### config.mk
export PLATFORM = sky130hd
export DESIGN_NAME = gpio_bbm_port
export DESIGN_NICKNAME = d
export VERILOG_FILES = /design/src/rtl/gpio_bbm_port.sv
export SDC_FILE = /design/constraint.sdc
export NUM_CORES = 1
export LEC_CHECK = 0
export ABC_AREA = 0
export CAP_MARGIN = 20
export CORE_MARGIN = 1
export CORE_UTILIZATION = 60
export CTS_CLUSTER_DIAMETER = 200
export DETAILED_ROUTE_END_ITERATION = 12
export DONT_BUFFER_PORTS = 1
export PLACE_DENSITY = 0.87
export SYNTH_ARGS = -nofsm -noshare
export SYNTH_HDL_FRONTEND = slang
export SYNTH_SLANG_ARGS = --single-unit
### constraint.sdc
create_clock -name clk -period 1.09 [get_ports clk]
set_input_delay 0.1635 -clock clk [delete_from_list [all_inputs] [get_ports clk]]
set_output_delay 0.1635 -clock clk [all_outputs]
set_load 0.01 [all_outputs]
### src/rtl/gpio_bbm_port.sv
module gpio_bbm_port #(
  parameter int WIDTH = 8
) (
  input  logic             clk,
  input  logic             rst_n,
  input  logic [1:0]       bus_addr,
  input  logic             bus_we,
  input  logic [WIDTH-1:0] bus_wdata,
  output logic [WIDTH-1:0] bus_rdata,
  input  logic [WIDTH-1:0] pad_in,
  input  logic             pullup_off,
  output logic [WIDTH-1:0] pad_oe,
  output logic [WIDTH-1:0] pad_out,
  output logic [WIDTH-1:0] pad_pu
);
  localparam logic [1:0] A_PIN  = 2'd0;
  localparam logic [1:0] A_DIR  = 2'd1;
  localparam logic [1:0] A_DATA = 2'd2;
  localparam logic [1:0] A_MODE = 2'd3;

  logic [WIDTH-1:0] dir_q, data_q, hold_q, sync1_q, sync2_q;
  logic             gap_en_q;

  wire wr_pin  = bus_we && bus_addr == A_PIN;
  wire wr_dir  = bus_we && bus_addr == A_DIR;
  wire wr_data = bus_we && bus_addr == A_DATA;
  wire wr_mode = bus_we && bus_addr == A_MODE;

  always_ff @(posedge clk or negedge rst_n) begin
    if (!rst_n) begin
      dir_q    <= '0;
      data_q   <= '0;
      hold_q   <= '0;
      gap_en_q <= 1'b0;
    end else begin
      hold_q <= '0;
      if (wr_dir) begin
        dir_q <= bus_wdata;
        if (gap_en_q) hold_q <= bus_wdata & ~dir_q;
      end
      if (wr_data)     data_q <= bus_wdata;
      else if (wr_pin) data_q <= data_q ^ bus_wdata;
      if (wr_mode) gap_en_q <= bus_wdata[0];
    end
  end

  always_ff @(posedge clk or negedge rst_n) begin
    if (!rst_n) begin
      sync1_q <= '0;
      sync2_q <= '0;
    end else begin
      sync1_q <= pad_in;
      sync2_q <= sync1_q;
    end
  end

  assign pad_oe  = dir_q & ~hold_q;
  assign pad_out = data_q;
  assign pad_pu  = ~dir_q & data_q & {WIDTH{~pullup_off}};

  always_comb begin
    case (bus_addr)
      A_PIN:   bus_rdata = sync2_q;
      A_DIR:   bus_rdata = dir_q;
      A_DATA:  bus_rdata = data_q;
      default: bus_rdata = {{(WIDTH-1){1'b0}}, gap_en_q};
    endcase
  end

  assert_pu_oe_excl_R2: assert property (@(posedge clk) disable iff (!rst_n)
    (pad_oe & pad_pu) == '0);

  assert_pu_off_R3: assert property (@(posedge clk) disable iff (!rst_n)
    pullup_off |-> pad_pu == '0);

  assert_toggle_R4: assert property (@(posedge clk) disable iff (!rst_n)
    wr_pin |=> data_q == ($past(data_q) ^ $past(bus_wdata)));

  assert_follow_R6: assert property (@(posedge clk) disable iff (!rst_n)
    (wr_dir && !gap_en_q) |=> pad_oe == $past(bus_wdata));

  assert_gap_R7: assert property (@(posedge clk) disable iff (!rst_n)
    (wr_dir && gap_en_q) |=> pad_oe == ($past(bus_wdata) & $past(dir_q)));

  assert_gap_once_R7: assert property (@(posedge clk) disable iff (!rst_n)
    !wr_dir |=> pad_oe == dir_q);

  assert_release_R8: assert property (@(posedge clk) disable iff (!rst_n)
    wr_dir |=> (pad_oe & ~$past(bus_wdata)) == '0);

  assert_idle_R10: assert property (@(posedge clk) disable iff (!rst_n)
    !bus_we |=> $stable(dir_q) && $stable(data_q) && $stable(gap_en_q));
endmodule

==> summary.txt, run 1 <==
Avg Cell Area, Syn -> 11.8 µm²
# diodes -> 0
LEAKAGE -> 0.00121 µW
DRC -> 0
most frequent cell after synthesis -> dfrtp_1
Cells after Synth -> 149
cell area power density -> 1590 mW/mm²
total CTS buffers -> 5
synth cell count leaders -> dfrtp_1, nand2_1, o21ai_0
Final ANT Viol Nets -> 0
GRT Residual Overflow -> 0
Clock Skews -> 0.0124 ns
sequential fraction of the synthesis area -> 58.1%
max frequency -> 666 MHz
H-tree level count -> 2
average wire per standard cell -> 21.7 µm
CP Data Required Time -> 0.93 ns
leading area contributor after synthesis -> dfrtp_1
Final Net Count -> 233
crit path kind -> register to output pin
1st-pass router iterations -> 4
layout cells sized above 1 -> 45.3%
status -> finished with violations
initial DRC count -> 81
Yosys cell types -> 21
failing checks -> negative setup slack
Ys Warns -> 0
die height -> 56.2 µm
Clk Latency, worst-skew pair -> 0.37 ns
final worst slack -> -0.411 ns
clk buf depth -> 2
Via density -> 6.12
Slew @ Worst Pin -> 0.566 ns
global placement routability congestion -> 0.823
Clock Root Buffer -> clkbuf_4
number of synthesized register bits -> 41
IO Port Bufs -> 0
setup violators final -> 30
worst vdd ir -> 1820 µV
CTS Sinks -> 41
I/O pins -> 54
crit-path max FO -> 4
Layout Utilization -> 91.7%
CTS tree -> done
initial antenna violation count -> 0
via total after detailed routing -> 1487
die width -> 56.2 µm
Worst Hold Class -> input port to register
Mapped Area -> 0.00177 mm²
first-pass GRT wire length -> 7380 µm
CORE AREA -> 0.00278 mm²
P&R area growth vs syn -> 44.5%
Max Cap Viol -> 0
largest net degree at the start of global routing -> 42
GRT Total Usage -> 32.5%
Max Slew Vio Count -> 0
Initial Utilization -> 63.5%
post-synth top area share -> 58.1%
Die ar. -> 0.00316 mm²
DP HPWL -> 2440 µm
arrival time at the worst endpoint -> 1.34 ns
Worst Setup End Kind -> output pin
unrepaired setup endpoints after global routing -> yes
fraction of registers with async set or reset after synthesis -> 100%
Rows -> 19
Post-synth EDFFs -> 0
final WL -> 5270 µm
crit path launch type -> register
final hold vios -> 0
Slew headroom -> 62.2%
post-route minimum period -> 1.50 ns
syn nets -> 171
synth top area cells -> dfrtp_1, mux2_4, o21ai_0
main flop type after synthesis -> dfrtp_1
vias in the first global route -> 1447
reg-to-reg slack, setup -> -0.02 ns
period utilization -> 138%
total power -> 4060 µW
Fill cells -> 99
clock-pin slew on the worst setup and hold paths -> 0.14 ns
## report_power, final
| group | switching (µW) | leakage [µW] | internal, µW |
|---|---|---|---|
| registers | 175 | 0.000496 | 1680 |
| clock network | 564 | 0.0000414 | 486 |
| logic | 497 | 0.000670 | 665 |
| total | 1240 | 0.00121 | 2830 |
## final timing paths
check,cells after the start,start,to
worst min-delay path,3,bus_wdata[7],pad_out[7]
max in group asynchronous,2,rst_n,pad_out[3]
worst max-delay path,3,pad_out[1],bus_rdata[1]
worst max register to register,3,dir_q[4],dir_q[4]
min in group asynchronous,2,rst_n,hold_q[1]
worst min register to register,0,sync1_q[2],sync2_q[2]
## cell type report
class	count	area, µm²	share of cell area, %
flip-flops and latches	41	1030	40.5
inverters	8	30.0	1.18
well taps	31	38.8	1.52
multi-input cells	93	793	31.1
repair buffers	62	572	22.4
clock buffers	5	37.5	1.47
clock inverters	3	46.3	1.81
## per-stage QoR
stage	std cells	worst slack [ns]	area [µm²]	setup TNS (ns)	hold WS (ns)
floorplan	149	0.0182	1770	0	-0.132
global placement	195	0.0406	1920	0	-0.131
detailed placement	195	0.0146	1920	0	-0.131
CTS	232	-0.393	2410	-4.58	0.00265
global route	243	-0.445	2550	-6.87	0.00850
finish	243	-0.411	2550	-5.88	0.00795
## sequential cells by signal, summed over array words and instances (netlist names)
signal and flops:
pad_out 8, sync1_q 8, dir_q 8, sync2_q 8, hold_q 8, gap_en_q 1
## cell usage in the layout, fill, tap and decap left out, drive strengths merged, types with 7 or more instances in the layout
cell type,synthesis,final
nand2,16,16
o211ai,8,8
nor2b,10,10
o21ai,15,15
mux2i,7,7
dlygate4sd3,0,18
dfrtp,41,41
buf,5,44
inv,8,8
nor2,8,8
nor3b,8,8
nor3,8,8
mux2,9,9
## routing by layer
metal	GRT usage, %	wire length, µm	vias up
li1	-	-	633
met1	39.5	2010	740
met2	52.6	2720	100
met3	12.1	422	14
met4	13.2	123	0
met5	0	0	-
## critical path, cell delays in order, from the launching register on
cell and delay (ns):
dfrtp_2 0.48, mux2i_1 0.25, o21ai_1 0.09, buf_4 0.14
## logic make-up after synthesis
| logic type | share of synthesized area (%) |
|---|---|
| buf+inv | 4.25 |
| mux | 12.7 |
| flops | 58.1 |
| compound gates | 7.65 |
| simple gates | 17.3 |
## repair_timing
action,4_1_cts,5_1_grt
gates resized for setup,48,14
cloned,0,0
endpoints found under the setup margin,28,30
buffers inserted,10,11
hold buffers,19,0
pin swaps,8,5
hold endpoints to repair,74,0
Note: power is estimated with default switching activity, not from simulation.
==> inputs of run 2 (changes only) <==
--- a/config.mk
+++ b/config.mk
@@ -7,6 +7,7 @@
 export LEC_CHECK = 0
 export ABC_AREA = 0
 export CAP_MARGIN = 20
+export CORE_ASPECT_RATIO = 1.1
 export CORE_MARGIN = 1
 export CORE_UTILIZATION = 60
 export CTS_CLUSTER_DIAMETER = 200
==> run 2 against run 1 <==
  * The flow still finishes with violations (negative setup slack)
  * Combinational power barely moved
  * Sequential power hardly changed
  * Worst hold slack improved by 0.012 ns
  * Final area shrank 2.0%
  * First-iteration DRC count increased by 7.4%
  * Clock skew is 0.00064 ns higher
  * Fmax is 3.1% higher
  * Register-to-register slack worse by 0.02 ns
  * Worst setup slack improved by 0.045 ns
  * Utilization down 1.7 points
  * Largest cell class unchanged
  * Largest power group unchanged
==> summary.txt, run 2 (synthesis results as in run 1) <==
Max Slew Vio Count -> 0 (unchanged)
die height -> 58.9 µm (+4.7%)
commonest non-fill, non-tap cells in the layout -> dfrtp_1, buf_4, dlygate4sd3_1
reg-to-reg slack, setup -> -0.04 ns (-0.02 ns)
DP Worst Slack -> 0.0319 ns (+0.0173 ns)
Final ANT Viol Nets -> 0 (unchanged)
crit path launch type -> register
final worst slack -> -0.366 ns (+0.0452 ns)
unrepaired setup endpoints after global routing -> yes
largest net degree at the start of global routing -> 42 (unchanged)
Cells after DPL -> 196 (+0.51%)
DP HPWL -> 2450 µm (about the same)
Clock Root Buffer -> clkbuf_4
period utilization -> 134% (-4.1 points)
failing checks -> negative setup slack
arrival time at the worst endpoint -> 1.29 ns (-0.05 ns)
WP depth -> 1 (-2)
layout cells sized above 1 -> 44.4% (-0.89 points)
Die ar. -> 0.00316 mm² (about the same)
cell area power density -> 1470 mW/mm² (-7.7%)
die width -> 53.7 µm (-4.5%)
CORE AREA -> 0.00278 mm² (-0.14%)
initial DRC count -> 87 (+7.4%)
Slew @ Worst Pin -> 0.652 ns (+0.0868 ns)
Bufs and invs on worst path -> 0 (-1)
Rows -> 20 (+1)
CP Data Required Time -> 0.93 ns (about the same)
clk buf depth -> 2 (unchanged)
LEAKAGE -> 0.00118 µW (-2.6%)
Clk Latency, worst-skew pair -> 0.35 ns (-0.02 ns)
post-route minimum period -> 1.46 ns (-0.0452 ns)
# diodes -> 0 (unchanged)
initial antenna violation count -> 0 (unchanged)
final hold vios -> 0 (unchanged)
Hold Crit Depth -> 2 (-1)
GRT Total Usage -> 30.3% (-2.2 points)
final WL -> 5420 µm (+2.8%)
Slew headroom -> 56.4% (-5.8 points)
crit path cell chain -> mux4_2
Initial Utilization -> 63.6% (+0.086 points)
clock-pin slew on the worst setup and hold paths -> 0.12 ns (-0.02 ns)
most common cell after layout, fill and taps aside -> dfrtp_1
Max Cap Viol -> 0 (unchanged)
first-pass GRT wire length -> 6530 µm (-12%)
Final Instance Area -> 0.00250 mm² (-2.0%)
non-filler instance count after layout -> 238 (-2.1%)
CTS tree -> done
via total after detailed routing -> 1478 (-0.61%)
Worst Setup End Kind -> output pin
status -> finished with violations
crit path kind -> register to output pin
worst vdd ir -> 1360 µV (-25%)
Final Net Count -> 228 (-2.1%)
Fill cells -> 100 (+1.0%)
I/O pins -> 54 (unchanged)
Register-to-Register Path Depth -> 4 (+1)
crit path max-delay cell type -> mux4_2
crit-path max FO -> 2 (-2)
IO Port Bufs -> 0 (unchanged)
CTS Sinks -> 41 (unchanged)
H-tree level count -> 2 (unchanged)
GRT Residual Overflow -> 0 (unchanged)
Crit path largest cell delay -> 0.52 ns (+0.04 ns)
Worst Hold Class -> input port to register
Crit path max-delay family -> multiplexers
Clock Skews -> 0.0131 ns (+0.000640 ns)
global placement routability congestion -> 0.812 (-1.4%)
P&R area growth vs syn -> 41.7%
max frequency -> 687 MHz (+3.1%)
average wire per standard cell -> 22.8 µm (+4.9%)
total CTS buffers -> 5 (unchanged)
1st-pass router iterations -> 4 (unchanged)
setup violators final -> 32 (+6.7%)
dpl cell area -> 0.00193 mm² (+0.39%)
Via density -> 6.21 (+1.5%)
DRC -> 0 (unchanged)
vias in the first global route -> 1365 (-5.7%)
[run 2: changes by cell type in the layout (fill, tap and decap cells not counted), sizes merged]
cell,before,now
bufinv,1,0
clkinvlp,1,0
buf,44,39
[run 2: layout make-up]
| type | count | area (µm²) | share of cell area (%) |
|---|---|---|---|
| flip-flops and latches | 41 | 1030 | 41.4 |
| multi-input cells | 93 | 803 | 32.1 |
| repair buffers | 57 | 547 | 21.9 |
| well taps | 33 | 41.3 | 1.65 |
| clock buffers | 5 | 37.5 | 1.50 |
| inverters | 8 | 32.5 | 1.30 |
| clock inverters | 1 | 5.00 | 0.200 |
[run 2: layer usage]
metal	global-route usage, %	share of wire (%)
met3	10.1	7.5
met4	12.4	3.2
met5	0	0
met2	51.1	51
met1	34.6	38
[run 2: repair_timing]
| action | 4_1_cts | 5_1_grt |
|---|---|---|
| setup buffers | 10 | 7 |
| gates resized for setup | 42 | 21 |
| setup endpoints to repair | 26 | 30 |
| endpoints found under the hold margin | 74 | 41 |
| hold buffers | 17 | 2 |
| pin swaps | 8 | 3 |
[run 2: path summary, 6_finish.rpt]
check / startpoint / end
worst min-delay path: bus_addr[1] / pad_out[6]
worst min register to register: sync1_q[2] / sync2_q[2]
worst max register to register: gap_en_q / hold_q[3]
worst max-delay path: pad_out[0] / bus_rdata[0]
max in group asynchronous: rst_n / dir_q[1]
min in group asynchronous: rst_n / dir_q[0]
[run 2: metrics by stage]
| step | total power (µW) | TNS [ns] | util, % | hold WS (ns) |
|---|---|---|---|---|
| after floorplan | 2240 | 0 | - | -0.132 |
| after global placement | 2430 | 0 | 69.5 | -0.131 |
| after detailed placement | 2470 | 0 | 69.5 | -0.131 |
| after CTS | 3390 | -4.09 | 84.1 | -0.512 |
| after global routing | 3800 | -6.41 | 90.0 | 0.00955 |
| final | 3680 | -5.36 | 90.0 | 0.0204 |
[run 2: power by group]
part	switching [µW]	internal, µW
sequential	190	1680
clock	458	224
combinational	493	635
